[src/rtl/dma_seq_pkg.sv]
package dma_seq_pkg;

    localparam int TRIG_SEL_W = 4;
    localparam int TRIG_N     = 1 << TRIG_SEL_W;

    typedef enum logic [1:0] {
        AM_INC  = 2'd0,
        AM_DEC  = 2'd1,
        AM_FIX  = 2'd2,
        AM_NONE = 2'd3
    } addr_mode_e;

    typedef enum logic [2:0] {
        ST_IDLE      = 3'd0,
        ST_WAIT_TRIG = 3'd1,
        ST_LOAD_RUN  = 3'd2,
        ST_READ      = 3'd3,
        ST_WRITE     = 3'd4,
        ST_GAP       = 3'd5,
        ST_RUN_END   = 3'd6
    } chan_state_e;

    typedef enum logic [2:0] {
        SEL_SRC   = 3'd0,
        SEL_DST   = 3'd1,
        SEL_TOTAL = 3'd2,
        SEL_RUN   = 3'd3,
        SEL_IVL   = 3'd4,
        SEL_FILL  = 3'd5,
        SEL_CTRL  = 3'd6
    } reg_sel_e;

    typedef struct packed {
        logic                  irq_en;
        logic                  repeat_md;
        logic                  immed;
        logic [TRIG_SEL_W-1:0] trig_sel;
        logic [3:0]            blk_log2;
        logic                  src_reload;
        addr_mode_e            src_mode;
        logic                  dst_reload;
        addr_mode_e            dst_mode;
    } chan_ctrl_t;

    function automatic chan_ctrl_t decode_ctrl(input logic [31:0] w);
        chan_ctrl_t c;
        c.irq_en     = w[30];
        c.repeat_md  = w[29];
        c.immed      = w[28];
        c.trig_sel   = w[27:24];
        c.blk_log2   = w[19:16];
        c.src_reload = w[15];
        c.src_mode   = addr_mode_e'(w[14:13]);
        c.dst_reload = w[12];
        c.dst_mode   = addr_mode_e'(w[11:10]);
        return c;
    endfunction

endpackage

[src/rtl/dma_addr_unit.sv]
module dma_addr_unit
    import dma_seq_pkg::*;
#(
    parameter int ADDR_W     = 32,
    parameter int STEP_BYTES = 4
) (
    input  logic              clk,
    input  logic              rst_n,
    input  logic              load,
    input  logic [ADDR_W-1:0] load_val,
    input  logic              step,
    input  logic              reload,
    input  addr_mode_e        mode,
    output logic [ADDR_W-1:0] addr
);

    localparam logic [ADDR_W-1:0] STEP_V = ADDR_W'(STEP_BYTES);
    localparam logic [ADDR_W-1:0] MASK_V = ~(STEP_V - 1'b1);

    logic [ADDR_W-1:0] base_q;
    logic [ADDR_W-1:0] work_q;

    always_ff @(posedge clk) begin
        if (!rst_n) begin
            base_q <= '0;
            work_q <= '0;
        end else if (load) begin
            base_q <= load_val & MASK_V;
            work_q <= load_val & MASK_V;
        end else if (reload) begin
            work_q <= base_q;
        end else if (step) begin
            unique case (mode)
                AM_INC:  work_q <= work_q + STEP_V;
                AM_DEC:  work_q <= work_q - STEP_V;
                AM_FIX:  work_q <= work_q;
                AM_NONE: work_q <= work_q;
                default: work_q <= work_q;
            endcase
        end
    end

    assign addr = work_q;

    // the working address never leaves word alignment
    a_r2_aligned: assert property (@(posedge clk) disable iff (!rst_n)
        (addr & ~MASK_V) == '0);

    // increment, decrement and fixed stepping
    a_r3_inc_step: assert property (@(posedge clk) disable iff (!rst_n)
        (step && !load && !reload && mode == AM_INC) |=> addr == $past(addr) + STEP_V);
    a_r3_dec_step: assert property (@(posedge clk) disable iff (!rst_n)
        (step && !load && !reload && mode == AM_DEC) |=> addr == $past(addr) - STEP_V);
    a_r3_fix_step: assert property (@(posedge clk) disable iff (!rst_n)
        (step && !load && !reload && mode == AM_FIX) |=> $stable(addr));

endmodule

[src/rtl/dma_gap_timer.sv]
module dma_gap_timer #(
    parameter int IVL_W = 16,
    parameter int PRE_W = 2
) (
    input  logic             clk,
    input  logic             rst_n,
    input  logic             start,
    input  logic [IVL_W-1:0] ivl,
    input  logic [PRE_W-1:0] pre_sel,
    output logic             done
);

    // prescale divides by 4**pre_sel; counter wide enough for the largest
    localparam int PCW = 2 * ((1 << PRE_W) - 1);

    logic [IVL_W-1:0] cnt_q;
    logic [PCW-1:0]   pre_q;
    logic [PCW-1:0]   div_m1;

    always_comb begin
        div_m1 = '0;
        for (int i = 0; i < PCW; i++) begin
            div_m1[i] = (i < 2 * int'(pre_sel));
        end
    end

    always_ff @(posedge clk) begin
        if (!rst_n) begin
            cnt_q <= '0;
            pre_q <= '0;
        end else if (start) begin
            cnt_q <= ivl;
            pre_q <= '0;
        end else if (cnt_q != '0) begin
            if (pre_q >= div_m1) begin
                pre_q <= '0;
                cnt_q <= cnt_q - 1'b1;
            end else begin
                pre_q <= pre_q + 1'b1;
            end
        end
    end

    assign done = (cnt_q == '0);

    // once started with a non-zero count, done stays low in the next cycle
    a_r6_wait_begins: assert property (@(posedge clk) disable iff (!rst_n)
        (start && ivl != '0) |=> !done);

endmodule

[src/rtl/dma_chan_seq.sv]
module dma_chan_seq
    import dma_seq_pkg::*;
#(
    parameter int ADDR_W  = 32,
    parameter int RUN_W   = 24,
    parameter int TOTAL_W = 28,
    parameter int IVL_W   = 16
) (
    input  logic                clk,
    input  logic                rst_n,
    input  logic                reg_we,
    input  logic [2:0]          reg_sel,
    input  logic [31:0]         reg_wdata,
    input  logic [TRIG_N-1:0]   trig_vec,
    output logic                bus_req,
    output logic                bus_we,
    output logic [ADDR_W-1:0]   bus_addr,
    output logic [31:0]         bus_wdata,
    input  logic                bus_grant,
    input  logic [31:0]         bus_rdata,
    output logic                busy,
    output logic                irq
);

    localparam int SUM_W = TOTAL_W + 1;
    localparam int PRE_W = 2;
    localparam int N_AU  = 2;   // 0: source, 1: destination

    // ---------------- configuration registers ----------------
    chan_ctrl_t         ctrl_q;
    logic [RUN_W-1:0]   run_cnt_q;
    logic [TOTAL_W-1:0] total_q;
    logic [IVL_W-1:0]   ivl_q;
    logic [PRE_W-1:0]   pre_q;
    logic [31:0]        fill_q;

    reg_sel_e sel;
    logic     wr_ctrl;
    logic     wr_en_bit;
    logic     wr_imm_bit;

    assign sel        = reg_sel_e'(reg_sel);
    assign wr_ctrl    = reg_we && (sel == SEL_CTRL);
    assign wr_en_bit  = reg_wdata[31];
    assign wr_imm_bit = reg_wdata[28];

    always_ff @(posedge clk) begin
        if (!rst_n) begin
            ctrl_q    <= '0;
            run_cnt_q <= '0;
            total_q   <= '0;
            ivl_q     <= '0;
            pre_q     <= '0;
            fill_q    <= '0;
        end else if (reg_we) begin
            unique case (sel)
                SEL_TOTAL: total_q   <= reg_wdata[TOTAL_W-1:0];
                SEL_RUN:   run_cnt_q <= reg_wdata[RUN_W-1:0];
                SEL_IVL: begin
                    ivl_q <= reg_wdata[IVL_W-1:0];
                    pre_q <= reg_wdata[17:16];
                end
                SEL_FILL:  fill_q    <= reg_wdata;
                SEL_CTRL:  ctrl_q    <= decode_ctrl(reg_wdata);
                default: ;
            endcase
        end
    end

    // ---------------- sequencing state ----------------
    chan_state_e      state_q, state_d;
    logic [RUN_W-1:0] run_left_q;
    logic [RUN_W-1:0] blk_left_q;
    logic [SUM_W-1:0] done_words_q;
    logic [SUM_W-1:0] done_sum;
    logic [31:0]      rd_buf_q;
    logic             irq_q;

    logic             fill_md;
    logic             trig_hit;
    logic             gap_done;
    logic             beat_ok;
    logic             blk_last;
    logic             run_last;
    logic             finish;
    logic             gap_start;
    logic [RUN_W-1:0] blk_words;
    logic [RUN_W-1:0] first_len;
    logic [RUN_W-1:0] next_len;
    chan_state_e      beat_st;

    assign fill_md   = (ctrl_q.src_mode == AM_NONE);
    assign beat_st   = fill_md ? ST_WRITE : ST_READ;
    assign trig_hit  = trig_vec[ctrl_q.trig_sel];
    assign beat_ok   = (state_q == ST_WRITE) && bus_grant;
    assign blk_last  = (blk_left_q == RUN_W'(1));
    assign run_last  = (run_left_q == RUN_W'(1));
    assign gap_start = beat_ok && blk_last && !run_last;
    assign blk_words = RUN_W'(1) << ctrl_q.blk_log2;
    assign first_len = (run_cnt_q < blk_words) ? run_cnt_q : blk_words;
    assign next_len  = (run_left_q < blk_words) ? run_left_q : blk_words;
    assign done_sum  = done_words_q + SUM_W'(run_cnt_q);
    assign finish    = ctrl_q.immed ||
                       (!ctrl_q.repeat_md && (done_sum >= SUM_W'(total_q)));

    // next-state logic
    always_comb begin
        state_d = state_q;
        unique case (state_q)
            ST_IDLE:      state_d = ST_IDLE;
            ST_WAIT_TRIG: if (trig_hit) state_d = ST_LOAD_RUN;
            ST_LOAD_RUN:  state_d = (run_cnt_q == '0) ? ST_RUN_END : beat_st;
            ST_READ:      if (bus_grant) state_d = ST_WRITE;
            ST_WRITE: begin
                if (bus_grant) begin
                    if (!blk_last)     state_d = beat_st;
                    else if (run_last) state_d = ST_RUN_END;
                    else               state_d = ST_GAP;
                end
            end
            ST_GAP:       if (gap_done) state_d = beat_st;
            ST_RUN_END:   state_d = finish ? ST_IDLE : ST_WAIT_TRIG;
            default:      state_d = ST_IDLE;
        endcase
        if (wr_ctrl) begin
            if (!wr_en_bit)      state_d = ST_IDLE;
            else if (wr_imm_bit) state_d = ST_LOAD_RUN;
            else                 state_d = ST_WAIT_TRIG;
        end
    end

    // state register
    always_ff @(posedge clk) begin
        if (!rst_n) state_q <= ST_IDLE;
        else        state_q <= state_d;
    end

    // counters, read buffer and interrupt
    always_ff @(posedge clk) begin
        if (!rst_n) begin
            run_left_q   <= '0;
            blk_left_q   <= '0;
            done_words_q <= '0;
            rd_buf_q     <= '0;
            irq_q        <= 1'b0;
        end else begin
            irq_q <= (state_q == ST_RUN_END) && finish && ctrl_q.irq_en && !wr_ctrl;
            if (wr_ctrl) begin
                done_words_q <= '0;
            end else begin
                unique case (state_q)
                    ST_LOAD_RUN: begin
                        run_left_q <= run_cnt_q;
                        blk_left_q <= first_len;
                    end
                    ST_READ: if (bus_grant) rd_buf_q <= bus_rdata;
                    ST_WRITE: begin
                        if (bus_grant) begin
                            run_left_q <= run_left_q - 1'b1;
                            blk_left_q <= blk_left_q - 1'b1;
                        end
                    end
                    ST_GAP:     if (gap_done) blk_left_q <= next_len;
                    ST_RUN_END: done_words_q <= done_sum;
                    default: ;
                endcase
            end
        end
    end

    // ---------------- address units ----------------
    logic [N_AU-1:0]   au_load;
    logic [N_AU-1:0]   au_step;
    logic [N_AU-1:0]   au_reload;
    addr_mode_e        au_mode [N_AU];
    logic [ADDR_W-1:0] au_addr [N_AU];

    assign au_load[0]   = reg_we && (sel == SEL_SRC);
    assign au_load[1]   = reg_we && (sel == SEL_DST);
    assign au_step[0]   = beat_ok && !fill_md;
    assign au_step[1]   = beat_ok;
    assign au_reload[0] = (state_q == ST_RUN_END) && ctrl_q.src_reload;
    assign au_reload[1] = (state_q == ST_RUN_END) && ctrl_q.dst_reload;
    assign au_mode[0]   = ctrl_q.src_mode;
    assign au_mode[1]   = (ctrl_q.dst_mode == AM_NONE) ? AM_FIX : ctrl_q.dst_mode;

    for (genvar g = 0; g < N_AU; g++) begin : g_au
        dma_addr_unit #(
            .ADDR_W     (ADDR_W),
            .STEP_BYTES (4)
        ) u_addr (
            .clk      (clk),
            .rst_n    (rst_n),
            .load     (au_load[g]),
            .load_val (reg_wdata[ADDR_W-1:0]),
            .step     (au_step[g]),
            .reload   (au_reload[g]),
            .mode     (au_mode[g]),
            .addr     (au_addr[g])
        );
    end

    // ---------------- inter-block wait ----------------
    dma_gap_timer #(
        .IVL_W (IVL_W),
        .PRE_W (PRE_W)
    ) u_gap (
        .clk     (clk),
        .rst_n   (rst_n),
        .start   (gap_start),
        .ivl     (ivl_q),
        .pre_sel (pre_q),
        .done    (gap_done)
    );

    // ---------------- outputs ----------------
    always_comb begin
        bus_req   = (state_q == ST_READ) || (state_q == ST_WRITE);
        bus_we    = (state_q == ST_WRITE);
        bus_addr  = (state_q == ST_WRITE) ? au_addr[1] : au_addr[0];
        bus_wdata = fill_md ? fill_q : rd_buf_q;
        busy      = (state_q != ST_IDLE);
        irq       = irq_q;
    end

    // ---------------- assertions ----------------
    // fill mode issues write beats only
    a_r4_fill_no_read: assert property (@(posedge clk) disable iff (!rst_n)
        (bus_req && ctrl_q.src_mode == AM_NONE) |-> bus_we);

    // request released after the last write of a block
    a_r5_block_drop: assert property (@(posedge clk) disable iff (!rst_n)
        (bus_req && bus_we && bus_grant && blk_left_q == RUN_W'(1)) |=> !bus_req);

    // repeat mode stays armed unless software writes the control word
    a_r8_stay_armed: assert property (@(posedge clk) disable iff (!rst_n)
        (busy && ctrl_q.repeat_md && !ctrl_q.immed && !wr_ctrl) |=> busy);

    // interrupt is a single-cycle pulse coinciding with busy falling
    a_r12_irq_pulse: assert property (@(posedge clk) disable iff (!rst_n)
        irq |=> !irq);
    a_r12_irq_on_retire: assert property (@(posedge clk) disable iff (!rst_n)
        irq |-> (!busy && $past(busy)));

    // an ungranted beat is held unchanged
    a_r13_hold_beat: assert property (@(posedge clk) disable iff (!rst_n)
        (bus_req && !bus_grant && !reg_we) |=> (bus_req && $stable(bus_we) && $stable(bus_addr)));

endmodule

[config.mk]
export PLATFORM = sky130hd
export DESIGN_NAME = dma_chan_seq
export DESIGN_NICKNAME = d
export VERILOG_FILES = /design/src/rtl/dma_seq_pkg.sv /design/src/rtl/dma_addr_unit.sv /design/src/rtl/dma_gap_timer.sv /design/src/rtl/dma_chan_seq.sv
export SDC_FILE = /design/constraint.sdc
export NUM_CORES = 1
export LEC_CHECK = 0
export ABC_AREA = 1
export ABC_CLOCK_PERIOD_IN_PS = 3200
export BUFFER_PORTS_ARGS = -buffer_cell sky130_fd_sc_hd__buf_2
export CORE_ASPECT_RATIO = 0.7
export CORE_MARGIN = 2
export CORE_UTILIZATION = 25
export CTS_BUF_LIST = sky130_fd_sc_hd__clkbuf_4 sky130_fd_sc_hd__clkbuf_8
export DETAILED_ROUTE_END_ITERATION = 12
export PLACE_DENSITY_LB_ADDON = 0.25
export SLEW_MARGIN = 20
export SYNTH_ARGS = -nofsm -noshare
export SYNTH_HDL_FRONTEND = slang
export SYNTH_HIERARCHICAL = 1
export SYNTH_SLANG_ARGS = --single-unit
[constraint.sdc]
create_clock -name clk -period 3.2 [get_ports clk]
set_clock_uncertainty 0.05 [all_clocks]
set_input_delay 0.32 -clock clk [delete_from_list [all_inputs] [get_ports clk]]
set_output_delay 0.32 -clock clk [all_outputs]
set_load 0.02 [all_outputs]
-- Word level (Yosys, flattened, before mapping)
Index checks and enable logic that the tools add are counted.
Widths: inputs -> output; s select.
- flip-flop bits (word level): 378
- input bits: 87
- output and inout port bits: 68
- logic and storage cells: 173
- add/subtract/negate cells: 9
- magnitude comparators: 11
- equality and inequality tests: 31
- shift-type cells: 1
- multiplexer cells: 37
- bitwise operators: 2
- reductions and logical operators: 54
- operators by type and width (kind ; number):
    $mux 32 ; 8
    $pmux 32 s2 ; 2
    $mux 24 ; 5
    $pmux 24 s3 ; 1
    $add 32x3->32 const B ; 2
    $sub 32x3->32 const B ; 2
    $eq 24x1->1 const B ; 2
    $lt 24x24->1 ; 2
    $mux 16 ; 3
    $pmux 24 s2 ; 1
    $sub 24x1->24 const B ; 2
    $add 29x24->29 ; 1
    $ge 29x28->1 ; 1
    $logic_not 24->1 ; 1
    $mux 3 ; 8
    $shl 1x4->24 const A ; 1
    $reduce_and 2->1 ; 10
    $eq 3x3->1 const B ; 6
    $pmux 3 s6 ; 1
    $logic_not 16->1 ; 1
    $reduce_bool 16->1 ; 1
    $sub 16x1->16 const B ; 1
    $logic_and 1x1->1 ; 13
    $eq 3x2->1 const B ; 4
    other kinds (27) ; 66

-- Logic depth before layout (Yosys ltp)
- depth after elaboration: 7
- gate-level depth with buffers: 26
- gate-level depth less buffers: 26

-- Cells and area by module
The synthesis kept the hierarchy.
- modules (own cells, without submodules) (module ; instances ; cells an instance ; area each (µm²) ; seq. area each (µm²)):
    dma_chan_seq ; 1 ; 2097 ; 14048.5 ; 4644.5
    dma_addr_unit ; 2 ; 787 ; 4636.9 ; 1241.2
    dma_gap_timer ; 1 ; 286 ; 1804.2 ; 440.4

-- Least setup slack after synthesis
Ideal clock, no wire load.
- kind: register to register
- from: register run_cnt_q[0]
- to: register state_q[0]
- library setup time: 124 ps
- arrival time: 3138 ps
- data required time: 3026 ps
- setup slack: -111 ps
- cell stages (with the launch flop): 22
- buffers on the path: 0
- clock period less this slack: 3311 ps
- cell sequence: dfxtp_1 -> ha_1 -> inv_1 -> fa_1 -> o21ai_0 -> nand2_1 -> nand3_1 -> a21oi_1 -> o31ai_1 -> xor2_1 -> ha_1 -> nand2_1 -> nor4_1 -> nand2_1 -> nand2_1 -> nand4_1 -> nand2_1 -> nand2_1 -> nand3_1 -> nand2_1 -> nand2_1 -> a21oi_1
- cells in the longest elaborated chain, start to end: 7
- elaborated cells between the ends (all ways): 9
- those cells by class: 1 x add/sub; 1 x order compare; 4 x mux; 3 x reduce/logical
- ends and longest elaborated chain (what ; RTL line ; source):
    start: declaration ; dma_chan_seq.sv:31 ; logic [RUN_W-1:0] run_cnt_q;
    start signal: assignment ; dma_chan_seq.sv:58 ; SEL_RUN: run_cnt_q <= reg_wdata[RUN_W-1:0];
    $add 29x24->29 ; dma_chan_seq.sv:102 ; assign done_sum = done_words_q + SUM_W'(run_cnt_q);
    named net done_sum[20] ; dma_chan_seq.sv:75 ; logic [SUM_W-1:0] done_sum;
    $ge 29x28->1 ; dma_chan_seq.sv:104 ; (!ctrl_q.repeat_md && (done_sum >= SUM_W'(total_q)));
    $logic_and 1x1->1 ; dma_chan_seq.sv:104 ;
    $logic_or 1x1->1 ; dma_chan_seq.sv:103 ; assign finish = ctrl_q.immed ||
    $mux 1 ; dma_chan_seq.sv:122 ; ST_RUN_END: state_d = finish ? ST_IDLE : ST_WAIT_TRIG;
    $pmux 3 s6 ; dma_chan_seq.sv:109 ; unique case (state_q)
    $mux 3 ; dma_chan_seq.sv:125 ; if (wr_ctrl) begin
    end signal: assignment ; dma_chan_seq.sv:135 ; else state_q <= state_d;
    end: declaration ; dma_chan_seq.sv:71 ; chan_state_e state_q, state_d;
The timed path passes the listed nets, and every way through them passes these cells.
A chain may end at the register's enable or synchronous reset.

-- Final worst setup path
Same ends and word-level chain as after synthesis.

==> reports/metrics.csv <==
stage,metric,value,unit
logic_synthesis,ranking of synthesized cells by area,"dfxtp_1 (30%), nand2_1 (14%), a21oi_1 (8.4%)",
route,DR DRC count,0,
grt,largest net degree at the start of global routing,79,
die,Core Footprint,99880,um2
hold_path,Hold Crit Start,reg_wdata[31],
timing,Max Slew Vio Count,0,
final_layout,fillcell total,11014,
power_and_ir_drop,leakage power total,13.75,nW
logic_synthesis,Unique masters post-synth,59,
power_and_ir_drop,total design power,17.80,mW
logic_synthesis,largest area contributor in the netlist,dfxtp_1,
place,Detail Placement HPWL,73.92,mm
logic_synthesis,Post-synth EDFFs,0,
timing,crit path time final,3.446,ns
worst_setup_path,Crit. End Element,flop,
worst_setup_path,Critical Path Fanout Max,3,
timing,RSZ-0062 raised after global routing,yes,
clock_network,clk slew on worst S/H paths,0.06,ns
final_layout,layout cells sized above 1,15.91,%
route,1st-iter DRT viols,2292,
clock_network,CTS Buf Count,74,
route,Pre-antenna DRT Iters,6,
run_status,failing checks,setup timing,
logic_synthesis,synthesized area,25130,um2
timing,final-report hold violation count,0,
grt,antenna violations before repair,6,
power_and_ir_drop,peak supply drop,0.0003089,V
final_layout,nets,4438,
worst_setup_path,type of origin of the critical path,flop,
clock_network,Root Buffer,clkbuf_8,
logic_synthesis,syn_area_per_cell,6.350,um2
logic_synthesis,most frequent cell after synthesis,nand2_1,
die,I/O pins,155,
place,Place WS,-0.4287,ns
hold_path,Hold WC Path Type,input port to flop,
route,vias post-DR,27348,
grt,first-pass GRT wire length,151.8,mm
timing,crit share post-route,107.7,%
worst_setup_path,CP Data Arrival Time,4.03,ns
route,vias per cell,4.844,
worst_setup_path,flop-to-flop setup slack,-0.25,ns
route,Total Wirelength,100.8,mm
run_status,status,"finished, violations left",
clock_network,Max Root-Sink Buffers,3,
route,routed len/inst,17.86,um
timing,Setup-failing EPs final,2,
final_layout,Final Core Density,30.85,%
clock_network,clk_lat worst skew,0.69,ns
logic_synthesis,main combinational cell family by area after synthesis,simple AND/OR/NAND/NOR gates,
die,FP Rows,97,
logic_synthesis,Main synth FF type,dfxtp_1,
worst_setup_path,FF-to-FF path depth,25,
timing,Max Clock Freq,290.2,MHz
logic_synthesis,syn nets,4141,
logic_synthesis,register area share after synthesis,30.12,%
logic_synthesis,Synth Instances,3957,
place,placed cells,5439,
worst_setup_path,R2R Path End,state_q[0]$_SDFFE_PN0P_,
final_layout,Area growth syn-to-layout,22.65,%
logic_synthesis,post-synthesis adder-cell area fraction,4.860,%
worst_setup_path,WS Path Type,flop to flop,
timing,Slew HR,49.08,%
grt,GRT Total Usage,18.89,%
place,number of port buffers,154,
place,routability cong.,0.9077,
worst_setup_path,worst r2r src,run_cnt_q[0]$_SDFFE_PN0P_,
clock_network,CTS Sinks,378,
die,Die Span X,382.9,um
die,full die area,103100,um2
grt,vias in the first global route,24594,
clock_network,H-tree depth,3,
timing,setup ws final,-0.2463,ns
logic_synthesis,mux contribution to synthesized area,0.1593,%
logic_synthesis,Synth Area in XOR/XNOR,2.664,%
logic_synthesis,fraction of registers with async set/reset,0,%
die,Die Ht,269.2,um
job,Max-Cap Viols,0,
logic_synthesis,post-synth top area share,30.12,%
clock_network,CTS tree,built,
timing,Worst Max-Slew Pin Slew,0.7630,ns
hold_path,hold path endpoint,g_au[0].u_addr/base_q[31]$_SDFFE_PN0P_,
logic_synthesis,synth cell count leaders,"nand2_1 (906), inv_1 (480), a21oi_1 (424)",
grt,grt ovf,0,
logic_synthesis,Synth Warn #,6,
hold_path,hold depth,3,
logic_synthesis,"FF+latch count, synth",378,
final_layout,Final Non-Filler Cells,5646,
worst_setup_path,WP data required,3.78,ns
route,Final ANT Viol Nets,0,
die,starting density of the core,25.16,%
logic_synthesis,simple-gate share of the synthesized area,29.25,%
logic_synthesis,Compound-Gate Fraction of Synth Area,22.15,%
power_and_ir_drop,Power Density,577.7,nW/um2
[cell families after synthesis]
logic type               after synthesis
multiplexers                           4
AO/OA/AOI/OAI                       1020
XOR/XNOR                              73
AND/OR/NAND/NOR                     1696
buffers and inverters                689
adder cells (fa/ha/maj)               97
flip-flops                           378
[layer usage]
layer	vias to the layer above	track usage [%]	wire, um
li1	13615	-	-
met1	12720	29.49	51650
met2	889	25.30	38870
met3	118	3.992	7818
met4	6	5.232	2460
met5	-	0	42
[what timing repair did]
item                                   in CTS  in global routing
gates resized for setup                    50                 39
buffers inserted                            5                  5
hold buffers                               65                  0
pin swaps                                  29                 25
endpoints found under the hold margin      78                  0
setup endpoints to repair                  10                 21
[sequential cells by signal (all words and copies together) (netlist names)]
name,count
pre_q,2
g_au.u_addr/base_q,60
blk_left_q,24
rd_buf_q,32
total_q,28
done_words_q,29
irq,1
u_gap/cnt_q,16
run_cnt_q,24
fill_q,32
state_q,3
g_au.u_addr/addr,64
ctrl_q,15
u_gap/pre_q,6
ivl_q,16
au_mode,2
run_left_q,24
[metrics by stage]
step / hold slack, ns / TNS (ns) / cell area [um2]
after floorplan: 0.3691 / 0 / 25130
after global placement: 0.3766 / -0.6572 / 28180
after detailed placement: 0.3866 / -0.7942 / 28180
after CTS: 0.004929 / -0.2389 / 30590
after global routing: 0.02611 / -0.8967 / 30810
final: 0.05859 / -0.4232 / 30820
[cell usage in the layout, fill, tap and decap left out, types with 65 or more instances in the layout]
| cell | synthesis | final |
|---|---|---|
| buf_4 | 7 | 178 |
| a21oi_1 | 424 | 413 |
| inv_1 | 480 | 476 |
| dfxtp_1 | 378 | 371 |
| nand3_1 | 270 | 262 |
| ha_1 | 96 | 86 |
| nor2_1 | 348 | 334 |
| clkbuf_8 | 0 | 90 |
| dlygate4sd3_1 | 0 | 65 |
| o21ai_0 | 410 | 401 |
| nand2_1 | 906 | 895 |
| buf_2 | 23 | 153 |
[cell type report]
cell class | instances | area, um2 | share of cell area (%)
inverters | 507 | 1903 | 6.175
repair buffers | 403 | 2879 | 9.342
multi-input cells | 2890 | 15270 | 49.56
diodes | 5 | 12.51 | 0.04060
clock inverters | 14 | 88.84 | 0.2883
flip-flops and latches | 378 | 7579 | 24.59
well taps | 1336 | 1672 | 5.424
clock buffers | 113 | 1411 | 4.580
[critical path, cell delays in order, from the launching register on]
cell and delay, ns:
dfxtp_4 0.37, ha_4 0.14, inv_2 0.04, fa_2 0.37
o21ai_4 0.23, nand2_2 0.10, nand3_4 0.09, a21oi_4 0.07
nor2_2 0.11, nor2_2 0.05, xnor2_2 0.14, ha_1 0.32
buf_4 0.14, a21oi_1 0.15, o21ai_0 0.11, a21oi_1 0.14
nand2_1 0.09, nand2_1 0.06, nand2_1 0.08, nand4_1 0.12
nand2_2 0.09, nand2_2 0.07, nand3_2 0.05, nand2_1 0.06
nand2_1 0.06, a21oi_2 0.11
[worst max path at each step]
stage	start	end	slack (ns)	depth (start not counted)
6_report	run_cnt_q[0]$_SDFFE_PN0P_	state_q[0]$_SDFFE_PN0P_	-0.25	25
5_1_grt	run_cnt_q[0]$_SDFFE_PN0P_	state_q[0]$_SDFFE_PN0P_	-0.48	26
4_1_cts	done_words_q[0]$_SDFFE_PP0N_	state_q[0]$_SDFFE_PN0P_	-0.14	23
3_5_place_dp	run_cnt_q[0]$_SDFFE_PN0P_	state_q[0]$_SDFFE_PN0P_	-0.43	21
3_3_place_gp	run_cnt_q[2]$_SDFFE_PN0P_	state_q[0]$_SDFFE_PN0P_	-0.39	27
2_1_floorplan	run_cnt_q[0]$_SDFFE_PN0P_	state_q[0]$_SDFFE_PN0P_	0.005	21
[report_power, final]
part	internal [mW]	switching, mW
Sequential	5.10	0.493
Clock	2.81	2.33
Combinational	2.35	4.72
Total	10.3	7.55
(Power assumes the default switching activity.)
